[config.mk]
export PLATFORM = sky130hd
export DESIGN_NAME = smbus_host_seq
export DESIGN_NICKNAME = d
export VERILOG_FILES = /design/src/rtl/smbus_seq_pkg.sv /design/src/rtl/smbus_seq_ctrl.sv /design/src/rtl/smbus_seq_rdcap.sv /design/src/rtl/smbus_host_seq.sv
export SDC_FILE = /design/constraint.sdc
export NUM_CORES = 1
export LEC_CHECK = 0
export ABC_CLOCK_PERIOD_IN_PS = 8700
export CORE_MARGIN = 2
export CORE_UTILIZATION = 30
export CTS_BUF_LIST = sky130_fd_sc_hd__clkbuf_8
export CTS_CLUSTER_SIZE = 16
export DETAILED_ROUTE_END_ITERATION = 12
export DONT_BUFFER_PORTS = 1
export SLEW_MARGIN = 10
export SYNTH_ARGS = -nofsm -noshare
export SYNTH_HDL_FRONTEND = slang
export SYNTH_SLANG_ARGS = --single-unit
[constraint.sdc]
create_clock -name clk -period 8.7 [get_ports clk]
set_input_delay 1.74 -clock clk [delete_from_list [all_inputs] [get_ports clk]]
set_output_delay 1.74 -clock clk [all_outputs]
set_load 0.02 [all_outputs]
[src/rtl/smbus_seq_pkg.sv]
package smbus_seq_pkg;

  localparam logic [2:0] P_QUICK = 3'd0;
  localparam logic [2:0] P_BYTE  = 3'd1;
  localparam logic [2:0] P_BDATA = 3'd2;
  localparam logic [2:0] P_WORD  = 3'd3;
  localparam logic [2:0] P_BLOCK = 3'd5;

  typedef enum logic [2:0] {
    EV_START_TX = 3'd0,
    EV_START_RX = 3'd1,
    EV_SEND     = 3'd2,
    EV_RECV     = 3'd3,
    EV_NACK     = 3'd4,
    EV_STOP     = 3'd5
  } ev_kind_e;

  function automatic logic proto_ok(input logic [2:0] p);
    return (p == P_QUICK) || (p == P_BYTE) || (p == P_BDATA) ||
           (p == P_WORD) || (p == P_BLOCK);
  endfunction

  // Outgoing block length: saturate at the buffer size.
  function automatic logic [7:0] wr_count(input logic [7:0] d, input logic [7:0] mx);
    return (d > mx) ? mx : d;
  endfunction

  // Incoming block length: an oversize count means an empty block.
  function automatic logic [7:0] rd_count(input logic [7:0] d, input logic [7:0] mx);
    return (d > mx) ? 8'd0 : d;
  endfunction

endpackage

[src/rtl/smbus_seq_ctrl.sv]
module smbus_seq_ctrl
  import smbus_seq_pkg::*;
#(
  parameter int BLK_MAX = 32,
  parameter int IDXW    = $clog2(BLK_MAX),
  parameter int CW      = $clog2(BLK_MAX + 1)
) (
  input  logic            clk,
  input  logic            rst_n,
  input  logic            start,
  input  logic [2:0]      proto,
  input  logic [7:0]      addr_rw,
  input  logic [7:0]      cmd,
  input  logic [7:0]      d0,
  input  logic [7:0]      d1,
  input  logic            tgt_ack,
  input  logic [7:0]      rx_byte,
  input  logic [7:0]      blk_byte,
  output logic [IDXW-1:0] blk_idx,
  output logic            ev_valid,
  output logic [2:0]      ev_kind,
  output logic [6:0]      ev_addr,
  output logic [7:0]      ev_byte,
  output logic            cap_d0,
  output logic            cap_d1,
  output logic            cap_cnt,
  output logic            cap_blk,
  output logic [7:0]      cnt_val,
  output logic            busy,
  output logic            done,
  output logic            err
);

  typedef enum logic [3:0] {
    S_IDLE, S_STW, S_CMD, S_TX0, S_TX1, S_TXC, S_TXB,
    S_STR, S_RX0, S_RX1, S_RXC, S_RXB, S_NACK, S_STOP
  } st_e;

  localparam logic [7:0] MAX8 = 8'(BLK_MAX);

  st_e             st, nx;
  logic [2:0]      proto_q;
  logic            rd_q, fail_q, done_q, err_q;
  logic [6:0]      addr_q;
  logic [7:0]      cmd_q, d0_q, d1_q;
  logic [CW-1:0]   cnt_q;
  logic [IDXW-1:0] idx_q;

  // Named internal events
  wire idle       = (st == S_IDLE);
  wire start_ok   = start && idle && proto_ok(proto);
  wire start_bad  = start && idle && !proto_ok(proto);
  wire at_start   = (st == S_STW) || (st == S_STR);
  wire no_ack     = at_start && !tgt_ack;
  wire blk_last   = (CW'(idx_q) + CW'(1)) == cnt_q;
  wire [7:0] wr_n = wr_count(d0_q, MAX8);
  wire [7:0] rd_n = rd_count(rx_byte, MAX8);

  always_comb begin
    nx = st;
    unique case (st)
      S_IDLE: if (start_ok)
                nx = ((proto == P_QUICK && addr_rw[0]) ||
                      (proto == P_BYTE && addr_rw[0])) ? S_STR : S_STW;
      S_STW:  nx = (!tgt_ack || proto_q == P_QUICK) ? S_STOP : S_CMD;
      S_CMD:  if (proto_q == P_BYTE)       nx = S_STOP;
              else if (rd_q)               nx = S_STR;
              else if (proto_q == P_BLOCK) nx = S_TXC;
              else                         nx = S_TX0;
      S_TX0:  nx = (proto_q == P_WORD) ? S_TX1 : S_STOP;
      S_TX1:  nx = S_STOP;
      S_TXC:  nx = (wr_n == 8'd0) ? S_STOP : S_TXB;
      S_TXB:  nx = blk_last ? S_STOP : S_TXB;
      S_STR:  if (!tgt_ack || proto_q == P_QUICK) nx = S_STOP;
              else if (proto_q == P_BLOCK)        nx = S_RXC;
              else                                nx = S_RX0;
      S_RX0:  nx = (proto_q == P_WORD) ? S_RX1 : S_NACK;
      S_RX1:  nx = S_NACK;
      S_RXC:  nx = (rd_n == 8'd0) ? S_NACK : S_RXB;
      S_RXB:  nx = blk_last ? S_NACK : S_RXB;
      S_NACK: nx = S_STOP;
      S_STOP: nx = S_IDLE;
      default: nx = S_IDLE;
    endcase
  end

  always_ff @(posedge clk or negedge rst_n) begin
    if (!rst_n) begin
      st <= S_IDLE; proto_q <= '0; rd_q <= 1'b0; addr_q <= '0;
      cmd_q <= '0; d0_q <= '0; d1_q <= '0; cnt_q <= '0; idx_q <= '0;
      fail_q <= 1'b0; done_q <= 1'b0; err_q <= 1'b0;
    end else begin
      st <= nx;
      if (start && idle) begin
        done_q <= 1'b0;
        err_q  <= start_bad;
      end
      if (start_ok) begin
        proto_q <= proto; rd_q <= addr_rw[0]; addr_q <= addr_rw[7:1];
        cmd_q <= cmd; d0_q <= d0; d1_q <= d1; fail_q <= 1'b0;
      end
      if (no_ack) fail_q <= 1'b1;
      if (st == S_TXC) begin cnt_q <= CW'(wr_n); idx_q <= '0; end
      if (st == S_RXC) begin cnt_q <= CW'(rd_n); idx_q <= '0; end
      if ((st == S_TXB || st == S_RXB) && !blk_last) idx_q <= idx_q + IDXW'(1);
      if (st == S_STOP) begin
        done_q <= !fail_q;
        err_q  <= fail_q;
      end
    end
  end

  always_comb begin
    ev_byte = 8'd0;
    unique case (st)
      S_CMD:   ev_byte = cmd_q;
      S_TX0:   ev_byte = d0_q;
      S_TX1:   ev_byte = d1_q;
      S_TXC:   ev_byte = wr_n;
      S_TXB:   ev_byte = blk_byte;
      default: ev_byte = 8'd0;
    endcase
  end

  always_comb begin
    unique case (st)
      S_STW:                        ev_kind = EV_START_TX;
      S_STR:                        ev_kind = EV_START_RX;
      S_CMD, S_TX0, S_TX1, S_TXC, S_TXB: ev_kind = EV_SEND;
      S_RX0, S_RX1, S_RXC, S_RXB:   ev_kind = EV_RECV;
      S_NACK:                       ev_kind = EV_NACK;
      S_STOP:                       ev_kind = EV_STOP;
      default:                      ev_kind = EV_START_TX;
    endcase
  end

  assign ev_valid = !idle;
  assign ev_addr  = addr_q;
  assign blk_idx  = idx_q;
  assign cap_d0   = (st == S_RX0);
  assign cap_d1   = (st == S_RX1);
  assign cap_cnt  = (st == S_RXC);
  assign cap_blk  = (st == S_RXB);
  assign cnt_val  = rd_n;
  assign busy     = !idle;
  assign done     = done_q;
  assign err      = err_q;

  // refused code raises err and stays off the bus
  a_r1_bad_code: assert property (@(posedge clk) disable iff (!rst_n)
    start_bad |=> err && !ev_valid);

  // unanswered start is closed with a stop
  a_r9_abort: assert property (@(posedge clk) disable iff (!rst_n)
    no_ack |=> ev_valid && ev_kind == EV_STOP);

  // answered quick start goes straight to stop
  a_r3_quick: assert property (@(posedge clk) disable iff (!rst_n)
    (at_start && tgt_ack && proto_q == P_QUICK) |=> ev_kind == EV_STOP);

  // NACK is always followed by stop
  a_r4_nack_stop: assert property (@(posedge clk) disable iff (!rst_n)
    (ev_valid && ev_kind == EV_NACK) |=> ev_valid && ev_kind == EV_STOP);

  // repeated start of a command read comes right after the command byte
  a_r5_restart: assert property (@(posedge clk) disable iff (!rst_n)
    (st == S_STR && proto_q != P_QUICK && proto_q != P_BYTE) |-> $past(st) == S_CMD);

  // block data index stays inside the clamped count
  a_r7_blk_bound: assert property (@(posedge clk) disable iff (!rst_n)
    (st == S_TXB || st == S_RXB) |-> (CW'(idx_q) < cnt_q && cnt_q <= CW'(BLK_MAX)));

  // completion flags are exclusive
  a_r10_flags: assert property (@(posedge clk) disable iff (!rst_n)
    !(done && err));

endmodule

[src/rtl/smbus_seq_rdcap.sv]
module smbus_seq_rdcap #(
  parameter int BLK_MAX = 32,
  parameter int IDXW    = $clog2(BLK_MAX)
) (
  input  logic               clk,
  input  logic               rst_n,
  input  logic               cap_d0,
  input  logic               cap_d1,
  input  logic               cap_cnt,
  input  logic               cap_blk,
  input  logic [7:0]         rx_byte,
  input  logic [7:0]         cnt_val,
  input  logic [IDXW-1:0]    blk_idx,
  output logic [7:0]         data0,
  output logic [7:0]         data1,
  output logic [BLK_MAX*8-1:0] blk
);

  always_ff @(posedge clk or negedge rst_n) begin
    if (!rst_n) begin
      data0 <= '0;
      data1 <= '0;
    end else begin
      if (cap_d0)       data0 <= rx_byte;
      else if (cap_cnt) data0 <= cnt_val;
      if (cap_d1)       data1 <= rx_byte;
    end
  end

  for (genvar g = 0; g < BLK_MAX; g++) begin : g_byte
    always_ff @(posedge clk or negedge rst_n) begin
      if (!rst_n)                                   blk[g*8 +: 8] <= '0;
      else if (cap_blk && blk_idx == IDXW'(g))      blk[g*8 +: 8] <= rx_byte;
    end
  end

  // high byte of a word is only taken right after the low byte
  a_r6_lo_first: assert property (@(posedge clk) disable iff (!rst_n)
    cap_d1 |-> $past(cap_d0));

  // block bytes are only captured after the count byte or another block byte
  a_r8_cnt_first: assert property (@(posedge clk) disable iff (!rst_n)
    cap_blk |-> ($past(cap_cnt) || $past(cap_blk)));

endmodule

[src/rtl/smbus_host_seq.sv]
module smbus_host_seq #(
  parameter int BLK_MAX = 32
) (
  input  logic                 clk,
  input  logic                 rst_n,
  input  logic                 start_i,
  input  logic [2:0]           proto_i,
  input  logic [7:0]           addr_rw_i,
  input  logic [7:0]           cmd_i,
  input  logic [7:0]           data0_i,
  input  logic [7:0]           data1_i,
  input  logic [BLK_MAX*8-1:0] blk_wr_i,
  input  logic                 tgt_ack_i,
  input  logic [7:0]           rx_byte_i,
  output logic                 ev_valid_o,
  output logic [2:0]           ev_kind_o,
  output logic [6:0]           ev_addr_o,
  output logic [7:0]           ev_byte_o,
  output logic [7:0]           data0_o,
  output logic [7:0]           data1_o,
  output logic [BLK_MAX*8-1:0] blk_rd_o,
  output logic                 busy_o,
  output logic                 done_o,
  output logic                 err_o
);

  localparam int IDXW = $clog2(BLK_MAX);
  localparam int CW   = $clog2(BLK_MAX + 1);

  logic [IDXW-1:0] blk_idx;
  logic [7:0]      blk_byte, cnt_val;
  logic            cap_d0, cap_d1, cap_cnt, cap_blk;

  assign blk_byte = blk_wr_i[blk_idx*8 +: 8];

  smbus_seq_ctrl #(.BLK_MAX(BLK_MAX), .IDXW(IDXW), .CW(CW)) i_ctrl (
    .clk(clk), .rst_n(rst_n), .start(start_i), .proto(proto_i),
    .addr_rw(addr_rw_i), .cmd(cmd_i), .d0(data0_i), .d1(data1_i),
    .tgt_ack(tgt_ack_i), .rx_byte(rx_byte_i), .blk_byte(blk_byte),
    .blk_idx(blk_idx), .ev_valid(ev_valid_o), .ev_kind(ev_kind_o),
    .ev_addr(ev_addr_o), .ev_byte(ev_byte_o), .cap_d0(cap_d0),
    .cap_d1(cap_d1), .cap_cnt(cap_cnt), .cap_blk(cap_blk),
    .cnt_val(cnt_val), .busy(busy_o), .done(done_o), .err(err_o)
  );

  smbus_seq_rdcap #(.BLK_MAX(BLK_MAX), .IDXW(IDXW)) i_rdcap (
    .clk(clk), .rst_n(rst_n), .cap_d0(cap_d0), .cap_d1(cap_d1),
    .cap_cnt(cap_cnt), .cap_blk(cap_blk), .rx_byte(rx_byte_i),
    .cnt_val(cnt_val), .blk_idx(blk_idx), .data0(data0_o),
    .data1(data1_o), .blk(blk_rd_o)
  );

endmodule

==> reports/metrics.cfg <==
[detailed_routing]
wl_met3_mm = 4.24
wl_met1_mm = 20.1
wl_per_cell_um = 29.8
detail-route-antenna-nets = 0
wl_met2_mm = 29.2
drtIter0Drc = 471
wl_mm = 55.0
drc = 0
dr_total_vias = 10000
first_pass_iters = 6
routed.top_layer = met4
via_per_inst = 5.44

[floorplanning]
ioPinCount = 597
fp.coreArea_um2 = 51300
initial_core_util_pct = 30.3
dieArea_um2 = 53700
fp.dieW_um = 232
die_h_um = 232
fp-row-count = 83

[finish]
final_cells = 1846
layout_commonest_cell = dfrtp_1
final_cell_mix = 321 x dfrtp_1, 310 x mux2_2, 70 x clkbuf_8
drive_gt1_share_pct = 41.2
fillers = 5021
final_nets = 1435
synthToLayoutAreaGrowth_pct = 10.7

[synth]
ys_seq_area_share_pct = 52.3
synth_area_leaders = dfrtp_1 52%, mux2_2 22%, mux4_2 5.1%
synthFlopType = dfrtp_1
synth-compound-area-share_pct = 6.51
syn_nets = 1455
synth_cell_type_count = 66
postSynthCellCount = 1146
synth-async-reset-ratio_pct = 100
synth_top_family_by_area = multiplexers
synth-edff-count = 0
synth_fa_ha_area_share_pct = 0.483
synth-seq-cells = 325
syn-cell-area_um2 = 15500
avgSynthCellArea_um2 = 13.6
synthSimpleGateAreaFrac_pct = 6.17
synthMuxAreaShare_pct = 31.2
yosysTopAreaCellShare_pct = 52.3
synth_top_area_cell = dfrtp_1
synth-warning-count = 0
synth_xor_area_share_pct = 0.523

[global_routing]
grt_pass1_wl_mm = 76.6
grt_pass1_vias = 10500
antenna_found_initial = 10
grt_max_degree = 326
grt_use_total_pct = 19.7
grt_remaining_overflow = 0

[clock_tree]
cts_setup_buffers = 0
clock_latency_ps = 620
cts.sinks = 325
cts_resized = 0
cts-root-buf = clkbuf_8
cts_max_level = 2
clk_pin_slew_ps = 60
clockBufferDepth = 3
ctsHoldBuffers = 0
cts_tree = built
cts_buffers = 54

[sta]
maxSlewHeadroom_pct = 35.9
hold_viol = 0
rsz0062_at_grt = false
clock_skew_ps = 12.9
finalWorstSetupSlack_ps = 3070
setup_tns_ps = 0
period_minus_slack_ps = 5630
timing.fmax_mhz = 178
maxSlewViolCount = 0
min_period_over_period_pct = 64.7
setup_violations = 0
tightest_slew_ps = 961

[placed_design]
pre_cts_ws_ps = 3230
routabilityCongestion = 0.825
portBuffers = 0
dpl.cell_count = 1750
dp_hpwl_mm = 39.6

[worst_setup_path]
worstPathRequired_ps = 6960
r2r_start = i_ctrl.blk_idx[1]$_DFFE_PN0P_
worstSetupPathType = reg -> out
startpoint = i_ctrl.blk_idx[0]$_DFFE_PN0P_
start_kind = flop
worstPathMaxFanout = 50
endpoint_kind = output port
cp.arrival_ps = 3890

[power_and_ir_drop]
p_per_area_nw_per_um2 = 255
ir_worst_vdd_mv = 0.133
leakage_nw = 7.52

[min_path]
hold_path_class = reg -> reg
worstHoldStart = i_ctrl.cnt_q[4]$_DFFE_PN0P_

[outcome]
status = complete, no violations

[flow_run]
cap_viol_max_count = 0

## synth_stat cells, types with 4 or more instances
| cell | n |
|---|---|
| clkbuf_1 | 42 |
| nand3_1 | 10 |
| buf_2 | 23 |
| nor2_2 | 25 |
| nor3_1 | 7 |
| a221o_1 | 4 |
| nand2_1 | 35 |
| and2_1 | 7 |
| or2_2 | 4 |
| a22oi_1 | 22 |
| a221oi_1 | 4 |
| inv_1 | 11 |
| nor2b_1 | 14 |
| a22o_1 | 9 |
| buf_4 | 8 |
| a21oi_1 | 21 |
| o221ai_1 | 8 |
| dfrtp_1 | 325 |
| mux2i_1 | 56 |
| o41ai_1 | 6 |
| mux2_2 | 310 |
| a211oi_1 | 10 |
| mux4_2 | 35 |
| a222oi_1 | 4 |
| nor2_1 | 31 |
| ha_1 | 6 |
| nand4_1 | 5 |
| buf_1 | 8 |
| o211ai_1 | 6 |
| and3_1 | 6 |
| o21ai_0 | 16 |
| nand2b_1 | 14 |
## final cells by class
type / instances / area [µm²] / area share, %
tap: 680 / 851 / 4.94
multi-input combinational: 726 / 6990 / 40.6
sequential: 325 / 8140 / 47.3
clock buffer: 70 / 963 / 5.60
timing repair buffer: 8 / 60.1 / 0.349
antenna: 6 / 15.0 / 0.0872
inverter: 11 / 41.3 / 0.240
clock inverter: 20 / 150 / 0.872
## sequential cells by signal, indices dropped and copies added, names as in the netlist, 3 cells and up
name / cells
i_ctrl.proto_q: 3
i_ctrl.d0_q: 8
i_ctrl.blk_idx: 5
i_ctrl.ev_addr: 7
i_rdcap.data0: 8
i_rdcap.data1: 8
i_ctrl.cmd_q: 8
i_rdcap.blk: 256
i_ctrl.cnt_q: 6
i_ctrl.st: 4
i_ctrl.d1_q: 8
## critical path: stages (launching register included)
cell and delay [ps]:
dfrtp_4 990, nor2b_1 810, a21oi_1 160, a311oi_1 800
o221ai_1 490
## metal layers
metal | vias up | track usage [%]
met5 | - | 0
met4 | 0 | 6.63
met3 | 73 | 5.66
met2 | 459 | 36.0
met1 | 5312 | 21.9
li1 | 4202 | -
## metrics by stage
step | hold slack [ps] | util, % | cell area, µm² | power, mW
CTS | 491 | 33.5 | 17200 | 4.44
finish | 488 | 33.5 | 17200 | 4.39
floorplan | 444 | - | 15500 | 2.80
detailed placement | 477 | 31.3 | 16100 | 3.03
global placement | 468 | 31.3 | 16100 | 3.00
global route | 524 | 33.5 | 17200 | 4.59
## report_power, final
| group | internal [mW] | leakage [nW] | switching, mW | total [mW] |
|---|---|---|---|---|
| Combinational | 0.450 | 2.61 | 0.441 | 0.892 |
| Clock | 0.776 | 0.615 | 0.617 | 1.39 |
| Sequential | 1.71 | 4.29 | 0.396 | 2.10 |
## cell families (layout without fill, tap and decap cells)
group           after synthesis  in the layout
buf+inv                      95            109
mux                         402            402
simple gates                175            175
other cells                   0              6
flops                       325            325
compound gates              137            137
xor+xnor                      6              6
fa+ha+maj                     6              6
## path summary, 6_finish.rpt
kind	to	slack, ps	depth (start not counted)
max	ev_byte_o[3]	3070	4
min	i_ctrl.cnt_q[4]$_DFFE_PN0P_	490	2
max reg2reg	i_ctrl.blk_idx[1]$_DFFE_PN0P_	5190	9
min reg2reg	i_ctrl.cnt_q[4]$_DFFE_PN0P_	490	2
max in group asynchronous	i_rdcap.blk[207]$_DFFE_PN0P_	7090	0
min in group asynchronous	i_rdcap.blk[226]$_DFFE_PN0P_	820	0
Power figures use the tool's default switching activity.
